$ cat config.mk
export PLATFORM = sky130hd
export DESIGN_NAME = sram_bus_ctrl
export DESIGN_NICKNAME = d
export VERILOG_FILES = /design/src/rtl/sram_ctrl_pkg.sv /design/src/rtl/sram_ctrl_timer.sv /design/src/rtl/sram_ctrl_lane_mask.sv /design/src/rtl/sram_ctrl_fsm.sv /design/src/rtl/sram_bus_ctrl.sv
export SDC_FILE = /design/constraint.sdc
export NUM_CORES = 1
export LEC_CHECK = 0
export BUFFER_PORTS_ARGS = -buffer_cell sky130_fd_sc_hd__buf_4
export CORE_ASPECT_RATIO = 1.2
export CORE_MARGIN = 2
export CORE_UTILIZATION = 47
export CTS_BUF_LIST = sky130_fd_sc_hd__clkbuf_4 sky130_fd_sc_hd__clkbuf_8
export DETAILED_ROUTE_END_ITERATION = 7
export GPL_TIMING_DRIVEN = 0
export HOLD_SLACK_MARGIN = 0.05
export PLACE_DENSITY = 0.82
export SKIP_LAST_GASP = 1
export SYNTH_ARGS = -nofsm -noshare
export SYNTH_HDL_FRONTEND = slang
export SYNTH_HIERARCHICAL = 1
export SYNTH_SLANG_ARGS = --single-unit
$ cat constraint.sdc
create_clock -name clk -period 2.15 [get_ports clk]
set_input_delay 0.43 -clock clk [delete_from_list [all_inputs] [get_ports clk]]
set_output_delay 0.43 -clock clk [all_outputs]
set_load 0.05 [all_outputs]
$ cat src/rtl/sram_ctrl_pkg.sv
package sram_ctrl_pkg;

    localparam int LANES = 2;

    typedef enum logic [2:0] {
        IDLE,
        RD_ACTIVE,
        WR_ACTIVE,
        WR_RELEASE,
        TURNAROUND
    } ctrl_state_t;

endpackage

$ cat src/rtl/sram_ctrl_timer.sv
module sram_ctrl_timer #(
    parameter int CNT_W = 2
) (
    input  logic             clk,
    input  logic             rst_n,
    input  logic             load,
    input  logic [CNT_W-1:0] load_val,
    output logic             expired
);
    logic [CNT_W-1:0] count_q;

    always_ff @(posedge clk or negedge rst_n) begin
        if (!rst_n) begin
            count_q <= '0;
        end else if (load) begin
            count_q <= load_val;
        end else if (count_q != '0) begin
            count_q <= count_q - 1'b1;
        end
    end

    assign expired = (count_q == '0);
endmodule

$ cat src/rtl/sram_ctrl_lane_mask.sv
module sram_ctrl_lane_mask #(
    parameter int LANES  = 2,
    parameter int LANE_W = 8
) (
    input  logic [LANES*LANE_W-1:0] din,
    input  logic [LANES-1:0]        lane_en,
    output logic [LANES*LANE_W-1:0] dout
);
    for (genvar g = 0; g < LANES; g++) begin : g_lane
        assign dout[g*LANE_W +: LANE_W] = lane_en[g] ? din[g*LANE_W +: LANE_W] : '0;
    end
endmodule

$ cat src/rtl/sram_ctrl_fsm.sv
module sram_ctrl_fsm
    import sram_ctrl_pkg::*;
#(
    parameter int ADDR_W      = 16,
    parameter int DATA_W      = 16,
    parameter int CNT_W       = 2,
    parameter int RD_CYCLES   = 2,
    parameter int WR_CYCLES   = 2,
    parameter int TURN_CYCLES = 1
) (
    input  logic              clk,
    input  logic              rst_n,
    input  logic              req,
    input  logic              req_we,
    input  logic [ADDR_W-1:0] req_addr,
    input  logic [DATA_W-1:0] req_wdata,
    input  logic [LANES-1:0]  req_be,
    input  logic              t_expired,
    input  logic [DATA_W-1:0] rd_masked,
    output logic              t_load,
    output logic [CNT_W-1:0]  t_val,
    output logic              req_ready,
    output logic              ack,
    output logic              rd_valid,
    output logic [DATA_W-1:0] rd_data,
    output logic [ADDR_W-1:0] addr,
    output logic              ce_n,
    output logic              we_n,
    output logic              oe_n,
    output logic [LANES-1:0]  lane_n,
    output logic              dq_oe,
    output logic [DATA_W-1:0] dq_out
);
    localparam logic [CNT_W-1:0] RD_LAST   = CNT_W'(RD_CYCLES - 1);
    localparam logic [CNT_W-1:0] WR_LAST   = CNT_W'(WR_CYCLES - 1);
    localparam logic [CNT_W-1:0] TURN_LAST = CNT_W'(TURN_CYCLES - 1);

    ctrl_state_t state_q, state_d;
    logic        take;

    assign req_ready = (state_q == IDLE);
    assign take      = req_ready && req;

    // next state and timer load
    always_comb begin
        state_d = state_q;
        t_load  = 1'b0;
        t_val   = '0;
        unique case (state_q)
            IDLE: begin
                if (take && (req_be != '0)) begin
                    state_d = req_we ? WR_ACTIVE : RD_ACTIVE;
                    t_load  = 1'b1;
                    t_val   = req_we ? WR_LAST : RD_LAST;
                end
            end
            RD_ACTIVE: begin
                if (t_expired) begin
                    state_d = TURNAROUND;
                    t_load  = 1'b1;
                    t_val   = TURN_LAST;
                end
            end
            WR_ACTIVE:  if (t_expired) state_d = WR_RELEASE;
            WR_RELEASE: state_d = IDLE;
            TURNAROUND: if (t_expired) state_d = IDLE;
            default:    state_d = IDLE;
        endcase
    end

    // state register
    always_ff @(posedge clk or negedge rst_n) begin
        if (!rst_n) state_q <= IDLE;
        else        state_q <= state_d;
    end

    // registered outputs
    always_ff @(posedge clk or negedge rst_n) begin
        if (!rst_n) begin
            ack      <= 1'b0;
            rd_valid <= 1'b0;
            rd_data  <= '0;
            addr     <= '0;
            ce_n     <= 1'b1;
            we_n     <= 1'b1;
            oe_n     <= 1'b1;
            lane_n   <= '1;
            dq_oe    <= 1'b0;
            dq_out   <= '0;
        end else begin
            ack      <= 1'b0;
            rd_valid <= 1'b0;
            unique case (state_q)
                IDLE: begin
                    if (take) begin
                        if (req_be != '0) begin
                            addr   <= req_addr;
                            ce_n   <= 1'b0;
                            lane_n <= ~req_be;
                            if (req_we) begin
                                we_n   <= 1'b0;
                                dq_oe  <= 1'b1;
                                dq_out <= req_wdata;
                            end else begin
                                oe_n <= 1'b0;
                            end
                        end else if (req_we) begin
                            ack <= 1'b1;
                        end else begin
                            rd_valid <= 1'b1;
                            rd_data  <= '0;
                        end
                    end
                end
                RD_ACTIVE: begin
                    if (t_expired) begin
                        rd_valid <= 1'b1;
                        rd_data  <= rd_masked;
                        ce_n     <= 1'b1;
                        oe_n     <= 1'b1;
                        lane_n   <= '1;
                    end
                end
                WR_ACTIVE: begin
                    if (t_expired) we_n <= 1'b1;
                end
                WR_RELEASE: begin
                    ce_n   <= 1'b1;
                    lane_n <= '1;
                    dq_oe  <= 1'b0;
                    ack    <= 1'b1;
                end
                TURNAROUND: begin
                end
                default: begin
                end
            endcase
        end
    end
endmodule

$ cat src/rtl/sram_bus_ctrl.sv
module sram_bus_ctrl
    import sram_ctrl_pkg::*;
#(
    parameter int ADDR_W      = 16,
    parameter int DATA_W      = 16,
    parameter int RD_CYCLES   = 2,
    parameter int WR_CYCLES   = 2,
    parameter int TURN_CYCLES = 1
) (
    input  logic              clk,
    input  logic              rst_n,
    input  logic              req,
    input  logic              req_we,
    input  logic [ADDR_W-1:0] req_addr,
    input  logic [DATA_W-1:0] req_wdata,
    input  logic [1:0]        req_be,
    output logic              req_ready,
    output logic              ack,
    output logic              rd_valid,
    output logic [DATA_W-1:0] rd_data,
    output logic [ADDR_W-1:0] sram_addr,
    output logic              sram_ce_n,
    output logic              sram_we_n,
    output logic              sram_oe_n,
    output logic              sram_lb_n,
    output logic              sram_ub_n,
    output logic              sram_dq_oe,
    output logic [DATA_W-1:0] sram_dq_out,
    input  logic [DATA_W-1:0] sram_dq_in
);
    localparam int LANE_W  = DATA_W / LANES;
    localparam int MAX_A   = (RD_CYCLES > WR_CYCLES) ? RD_CYCLES : WR_CYCLES;
    localparam int MAX_CYC = (MAX_A > TURN_CYCLES) ? MAX_A : TURN_CYCLES;
    localparam int CNT_W   = (MAX_CYC < 2) ? 1 : $clog2(MAX_CYC);

    logic             t_load, t_expired;
    logic [CNT_W-1:0] t_val;
    logic [LANES-1:0] lane_n;
    logic [DATA_W-1:0] rd_masked;

    sram_ctrl_timer #(.CNT_W(CNT_W)) timer_i (
        .clk      (clk),
        .rst_n    (rst_n),
        .load     (t_load),
        .load_val (t_val),
        .expired  (t_expired)
    );

    sram_ctrl_lane_mask #(.LANES(LANES), .LANE_W(LANE_W)) mask_i (
        .din     (sram_dq_in),
        .lane_en (~lane_n),
        .dout    (rd_masked)
    );

    sram_ctrl_fsm #(
        .ADDR_W(ADDR_W), .DATA_W(DATA_W), .CNT_W(CNT_W),
        .RD_CYCLES(RD_CYCLES), .WR_CYCLES(WR_CYCLES), .TURN_CYCLES(TURN_CYCLES)
    ) fsm_i (
        .clk       (clk),
        .rst_n     (rst_n),
        .req       (req),
        .req_we    (req_we),
        .req_addr  (req_addr),
        .req_wdata (req_wdata),
        .req_be    (req_be),
        .t_expired (t_expired),
        .rd_masked (rd_masked),
        .t_load    (t_load),
        .t_val     (t_val),
        .req_ready (req_ready),
        .ack       (ack),
        .rd_valid  (rd_valid),
        .rd_data   (rd_data),
        .addr      (sram_addr),
        .ce_n      (sram_ce_n),
        .we_n      (sram_we_n),
        .oe_n      (sram_oe_n),
        .lane_n    (lane_n),
        .dq_oe     (sram_dq_oe),
        .dq_out    (sram_dq_out)
    );

    assign sram_lb_n = lane_n[0];
    assign sram_ub_n = lane_n[1];
endmodule

==> results of run 1 <==
[placed cells by master (no fill, tap or decap), types with 3 or more instances in the layout]
cell / netlist / final
dfrtp_1: 55 / 55
a21oi_1: 3 / 3
buf_2: 3 / 3
dfstp_2: 5 / 5
and2_1: 18 / 18
clkbuf_8: 0 / 11
mux2_1: 16 / 16
buf_4: 1 / 111
mux2_2: 16 / 16
o21ai_1: 10 / 10
nor2_1: 6 / 6
inv_1: 3 / 3
clkbuf_1: 6 / 5
o21ai_0: 9 / 9
nand2_1: 35 / 35
[how the worst min path moves through the flow]
| stage | start | end | cells after the start |
|---|---|---|---|
| final | rst_n | fsm_i/rd_data[13] | 1 |
| after global routing | rst_n | fsm_i/rd_data[12] | 1 |
| after floorplan | rst_n | fsm_i/ack | 0 |
| after CTS | rst_n | fsm_i/rd_data[13] | 1 |
| after detailed placement | fsm_i/dq_oe | fsm_i/dq_oe | 1 |
| after global placement | fsm_i/dq_oe | fsm_i/dq_oe | 1 |
[layout make-up]
| cell class | count | area (sq um) | share of cell area, % |
|---|---|---|---|
| inverters | 3 | 11.3 | 0.312 |
| plain buffers | 11 | 57.6 | 1.60 |
| well taps | 62 | 77.6 | 2.15 |
| repair buffers | 110 | 826 | 22.9 |
| flip-flops and latches | 60 | 1510 | 41.8 |
| multi-input cells | 134 | 947 | 26.3 |
| clock buffers | 13 | 166 | 4.62 |
| clock inverters | 2 | 10.0 | 0.278 |
[repair_timing]
action                     4_1_cts  5_1_grt
buffers inserted                 0        0
setup endpoints to repair        0        1
gates resized for setup          0        2
[sequential cells by signal (all words and copies together) (netlist names)]
signal / cells
fsm_i/oe_n: 1
fsm_i/state_q: 3
fsm_i/rd_data: 16
fsm_i/lane_n: 2
fsm_i/ack: 1
fsm_i/ce_n: 1
fsm_i/dq_out: 16
fsm_i/addr: 16
fsm_i/rd_valid: 1
fsm_i/dq_oe: 1
timer_i/count_q: 1
fsm_i/we_n: 1
[metal layers]
layer | GRT usage (%) | routed length [um]
met5 | 0 | 0
met4 | 9.78 | 138
met3 | 4.47 | 429
met2 | 33.1 | 2760
met1 | 23.3 | 2260
[metrics by stage]
| stage | area [sq um] | utilization [%] | std cells |
|---|---|---|---|
| after floorplan | 2520 | - | 208 |
| after global placement | 3430 | 65.6 | 380 |
| after detailed placement | 3430 | 65.6 | 380 |
| after CTS | 3600 | 68.9 | 395 |
| after global routing | 3600 | 69.0 | 395 |
| final | 3600 | 69.0 | 395 |
[critical path, stage by stage (launching register included)]
cell,delay [ns]
dfrtp_1,0.35
clkbuf_1,0.22
or4b_4,0.61
nor2_8,0.21
buf_6,0.19
mux2_1,0.33
[cells by family (layout without fill, tap and decap cells)]
logic type | count (synthesis) | after routing
multiplexers | 34 | 34
AO/OA/AOI/OAI | 31 | 31
flip-flops | 60 | 60
buffers and inverters | 14 | 139
AND/OR/NAND/NOR | 69 | 69
==> reports/metrics.json, run 1 <==
{
  "worst_setup_path": {
    "regToRegStartpoint": "fsm_i/state_q[2]",
    "r2r_setup_slack_ns": 0.11,
    "timing.rr.end": "fsm_i/addr[5]",
    "worst_ep_required_ns": 2.35,
    "timing.critical_path.to_type": "flop",
    "critPathCapture": "fsm_i/addr[5]",
    "worst_setup_path_start_kind": "flop",
    "worstRegToRegCells": 5,
    "cp.arrival_ns": 2.24,
    "cp_max_fo": 10,
    "setup.worst_path.start": "fsm_i/state_q[2]",
    "critical_path_class": "flop to flop"
  },
  "status": {
    "outcome": "completed"
  },
  "final_layout": {
    "design.final.nets": 383,
    "fraction_of_final_layout_cells_sized_beyond_drive_strength_1_pct": 47.4,
    "filler_cell_count": 408,
    "antenna-diode-count": 0,
    "syn_to_final_growth_pct": 43.5
  },
  "sta": {
    "timing_hold_violations_final": 0,
    "clock_skew_ns": 0.00670,
    "max_clock_freq_mhz": 490,
    "worstMarginPinSlew_ns": 0.734,
    "final_period_minus_worst_setup_slack_ns": 2.04,
    "timing.final.crit_share_pct": 95.0,
    "relative_slew_slack_pct": 51.0,
    "report.final.slew_viol_count": 0,
    "setup_total_negative_slack_ns": 0,
    "setup_slack_ns": 0.108,
    "finalHoldWorstSlack_ns": 0.150,
    "rsz_0062_raised_after_global_routing": "false",
    "setup_viol": 0
  },
  "route": {
    "vias_per_cell": 5.04,
    "detailedRoute.firstPassIterationCount": 4,
    "drt-wirelength-per-cell_um": 14.1,
    "drt_iter0_markers": 104,
    "final_antenna_net_count": 0,
    "drc": 0,
    "routed_via_count": 1992,
    "totalWireLength_mm": 5.58
  },
  "synth": {
    "synth_sequential_area_ratio_pct": 60.0,
    "yosysTopAreaCellShare_pct": 54.8,
    "asyncSetResetFlopFracSynth_pct": 100,
    "synthMuxAreaShare_pct": 15.1,
    "main_combinational_cell_family_by_area_after_synthesis": "multiplexers",
    "synth_top_cell_by_area": "dfrtp_1",
    "synth-compound-area-share_pct": 7.27,
    "synth-xor-area-share_pct": 0,
    "synthesis.yosys.warnings": 6,
    "postSynthAreaPerCell_sq_um": 12.1,
    "synth.net_count": 262,
    "synth.most_common_cell": "dfrtp_1",
    "synth_adder_area_share_pct": 0,
    "synth_common_cells": "55 x dfrtp_1, 35 x nand2_1, 18 x and2_1",
    "synthCells": 208,
    "postSynth.topFlopCell": "dfrtp_1",
    "syn-cell-area_sq_um": 2510,
    "synth.ff_latch_count": 60,
    "yosys-top-cells-area": "dfrtp_1 55%, mux2_1 7.2%, mux2_2 7.2%",
    "synth_simple_gate_area_share_pct": 14.8,
    "yosysUniqueCellTypes": 33,
    "synth-edff-count": 0
  },
  "floorplanning": {
    "die-width_um": 70.7,
    "placeableCoreArea_sq_um": 5230,
    "dieArea_sq_um": 5950,
    "floorplan.die.height_um": 84.1,
    "start_util_pct": 48.1,
    "boundaryPins": 111,
    "row_count": 29
  },
  "cts": {
    "cts_tree": "yes",
    "clkSinkCount": 60,
    "cts_inserted_buffers": 9,
    "clk_path_buf_depth": 2,
    "number_of_hold_buffers_added_after_cts": 0,
    "cts.htree.levels": 3,
    "clk_latency_ns": 0.33,
    "clockRootBuffer": "clkbuf_8",
    "worst_setup_hold_path_clk_slew_ns": 0.06
  },
  "placement": {
    "preCtsSetupSlack_ns": 0.115,
    "port_buffers": 110,
    "gp_routability_congestion": 0.780,
    "hpwlAfterDp_mm": 4.17
  },
  "grt": {
    "groute.usage.overall_pct": 19.6,
    "globalRouteOverflowTotal": 0,
    "grt_first_pass_wirelength_mm": 9.11,
    "pin_count_of_the_biggest_net_entering_global_routing": 61,
    "initial_antenna_violation_count": 0,
    "first_global_vias": 2041
  },
  "job": {
    "maxCapViolations": 0
  },
  "worst_hold_path": {
    "min_path_type": "primary input to asynchronous set/reset pin"
  }
}
Power of run 1 is left out: the tool's default activity adds up to more than one toggle a clock period on the data nets, which glitch-free logic cannot reach.
==> run 2, diff against run 1 <==
--- a/config.mk
+++ b/config.mk
@@ -5,6 +5,7 @@
 export SDC_FILE = /design/constraint.sdc
 export NUM_CORES = 1
 export LEC_CHECK = 0
+export ABC_AREA = 1
 export BUFFER_PORTS_ARGS = -buffer_cell sky130_fd_sc_hd__buf_4
 export CORE_ASPECT_RATIO = 1.2
 export CORE_MARGIN = 2
@@ -13,9 +14,8 @@
 export DETAILED_ROUTE_END_ITERATION = 7
 export GPL_TIMING_DRIVEN = 0
 export HOLD_SLACK_MARGIN = 0.05
-export PLACE_DENSITY = 0.82
+export PLACE_DENSITY = 0.8
 export SKIP_LAST_GASP = 1
 export SYNTH_ARGS = -nofsm -noshare
 export SYNTH_HDL_FRONTEND = slang
-export SYNTH_HIERARCHICAL = 1
 export SYNTH_SLANG_ARGS = --single-unit
==> run 2 against run 1 <==
Effect of this change:
- hold slack improved by 0.017 ns
- via count increased by 20%
- wire length increased by 10%
- clock-buffer cell count increased by 1
- non-clock buffer count decreased by 4
- sequential share of layout area decreased by 1.8 points
- critical path depth decreased by 1
- global-route usage increased by 0.92 points
==> reports/metrics.json, run 2 <==
{
  "grt": {
    "groute.usage.overall_pct": 20.5,
    "grt_first_pass_wirelength_mm": 10.0,
    "globalRouteOverflowTotal": 0,
    "pin_count_of_the_biggest_net_entering_global_routing": 61,
    "first_global_vias": 2305,
    "initial_antenna_violation_count": 0
  },
  "cts": {
    "clk_path_buf_depth": 2,
    "clockRootBuffer": "clkbuf_8",
    "worst_setup_hold_path_clk_slew_ns": 0.06,
    "cts_tree": "yes",
    "clkSinkCount": 60,
    "cts_inserted_buffers": 9,
    "gates_resized_cts_repair": 0,
    "cts.htree.levels": 3,
    "number_of_hold_buffers_added_after_cts": 0,
    "clk_latency_ns": 0.32,
    "cts_post_setup_buffers_inserted": 0
  },
  "synth": {
    "synth_common_cells": "150 x nand2_1, 55 x dfrtp_1, 27 x inv_1",
    "postSynthAreaPerCell_sq_um": 8.43,
    "synth_sequential_area_ratio_pct": 56.3,
    "yosys-top-cells-area": "dfrtp_1 51%, nand2_1 21%, dfstp_2 4.9%",
    "synth-compound-area-share_pct": 0.934,
    "synth.ff_latch_count": 60,
    "postSynth.topFlopCell": "dfrtp_1",
    "synth-xor-area-share_pct": 0,
    "synth-edff-count": 0,
    "syn-cell-area_sq_um": 2680,
    "synth.net_count": 372,
    "synth.most_common_cell": "nand2_1",
    "yosysTopAreaCellShare_pct": 51.4,
    "yosysUniqueCellTypes": 21,
    "synth_simple_gate_area_share_pct": 35.6,
    "main_combinational_cell_family_by_area_after_synthesis": "simple AND/OR/NAND/NOR gates",
    "synthCells": 318,
    "synthesis.yosys.warnings": 0,
    "asyncSetResetFlopFracSynth_pct": 100,
    "synth_adder_area_share_pct": 0,
    "synth_top_cell_by_area": "dfrtp_1",
    "synthMuxAreaShare_pct": 0
  },
  "power_and_ir_drop": {
    "power.density_nw_per_um2": 1800,
    "report.power.total_mw": 6.76,
    "vdd_ir_drop_max_mv": 0.913,
    "cellLeakagePower_nw": 2.24
  },
  "floorplanning": {
    "placeableCoreArea_sq_um": 5590,
    "row_count": 30,
    "start_util_pct": 47.9,
    "dieArea_sq_um": 6320,
    "floorplan.die.height_um": 86.7,
    "die-width_um": 72.9,
    "boundaryPins": 111
  },
  "route": {
    "drt_iter0_markers": 156,
    "drc": 0,
    "detailedRoute.firstPassIterationCount": 4,
    "drt-wirelength-per-cell_um": 12.1,
    "totalWireLength_mm": 6.15,
    "routed_via_count": 2398,
    "vias_per_cell": 4.72,
    "final_antenna_net_count": 0
  },
  "sta": {
    "max_clock_freq_mhz": 558,
    "final_period_minus_worst_setup_slack_ns": 1.79,
    "setup_total_negative_slack_ns": 0,
    "report.final.slew_viol_count": 0,
    "worstMarginPinSlew_ns": 0.729,
    "rsz_0062_raised_after_global_routing": "false",
    "timing_hold_violations_final": 0,
    "timing.final.crit_share_pct": 83.4,
    "setup_viol": 0,
    "clock_skew_ns": 0.00702,
    "setup_slack_ns": 0.356,
    "relative_slew_slack_pct": 51.4
  },
  "final_layout": {
    "fraction_of_final_layout_cells_sized_beyond_drive_strength_1_pct": 36.5,
    "mostFrequentLayoutCell": "nand2_1",
    "syn_to_final_growth_pct": 40.4,
    "design.final.nets": 493,
    "antenna-diode-count": 0,
    "registers_with_the_highest_flip_flop_counts": "fsm_i.addr: 16 flops, fsm_i.dq_out: 16 flops, fsm_i.rd_data: 16 flops",
    "most_frequent_cells_in_the_layout": "150 x nand2_1, 114 x buf_4, 55 x dfrtp_1",
    "finish.instance_area_sq_um": 3760
  },
  "placement": {
    "preCtsSetupSlack_ns": 0.605,
    "placed_cell_area_sq_um": 3590,
    "hpwlAfterDp_mm": 4.55,
    "port_buffers": 110,
    "gp_routability_congestion": 0.756
  },
  "worst_setup_path": {
    "worst_path_max_delay_cell": "dfrtp_1",
    "timing.critical_path.cells": "nor2_4 > nand2_4 > inv_4 > buf_4",
    "r2r_setup_slack_ns": 0.70,
    "worst_ep_required_ns": 1.72,
    "cp_max_fo": 5,
    "crit_path_max_incr_delay_ns": 0.46,
    "worst_setup_path_start_kind": "flop",
    "cp.arrival_ns": 1.36,
    "timing.critical_path.to_type": "output pin",
    "critical_path_class": "flop to output pin"
  },
  "worst_hold_path": {
    "min_path_type": "primary input to asynchronous set/reset pin"
  },
  "status": {
    "outcome": "completed"
  },
  "job": {
    "maxCapViolations": 0
  }
}
==> run 2: through the flow <==
stage | hold WS, ns | cells | util (%)
final | 0.167 | 508 | 67.3
after global routing | 0.229 | 508 | 67.3
after CTS | 0.191 | 508 | 67.3
after floorplan | 0.134 | 318 | -
after global placement | 0.447 | 492 | 64.1
after detailed placement | 0.454 | 492 | 64.1
==> run 2: critical path: cells and delay by family, from the launching register on <==
family,cells,cell delay (ns)
flip-flops,1,0.46
buffers and inverters,2,0.29
AND/OR/NAND/NOR,2,0.29
==> run 2: path summary, 6_finish.rpt <==
| path | cells after the start | to | startpoint |
|---|---|---|---|
| min reg2reg | 2 | fsm_i.oe_n | fsm_i.oe_n |
| max reg2reg | 7 | fsm_i.dq_out[1] | fsm_i.state_q[2] |
| max in group asynchronous | 1 | fsm_i.addr[0] | rst_n |
| min | 1 | fsm_i.rd_data[14] | rst_n |
| max | 4 | req_ready | fsm_i.state_q[2] |
| min in group clk | 3 | fsm_i.dq_out[7] | req_wdata[7] |
==> run 2: final cells by class <==
cell class / instances / area, sq um
buffer: 7 / 72.6
clock buffer: 14 / 168
clock inverter: 2 / 10.0
fill: 472 / 1830
inverter: 31 / 121
multi-input combinational: 220 / 978
sequential: 60 / 1510
tap: 64 / 80.1
timing repair buffer: 110 / 826
==> run 2: cell families (layout without fill, tap and decap cells) <==
family,count (synthesis),after routing
AOI/OAI and AO/OA,5,5
buffers and inverters,38,164
DFF,60,60
and+or+nand+nor,215,215
==> run 2: per-layer routing <==
layer | track usage, % | wire length [um] | up-vias
met1 | 23.2 | 2470 | 1112
met4 | 9.93 | 66 | 0
li1 | - | - | 1206
met5 | 0 | 0 | -
met2 | 36.3 | 3290 | 73
met3 | 4.42 | 325 | 7
==> run 2: power by group <==
part | switching [mW] | internal (mW) | leakage [nW]
Sequential | 0.318 | 1.68 | 0.761
Combinational | 2.76 | 1.12 | 1.38
Clock | 0.388 | 0.498 | 0.0981
Total | 3.46 | 3.30 | 2.24
Note: power is estimated with default switching activity, not from simulation.
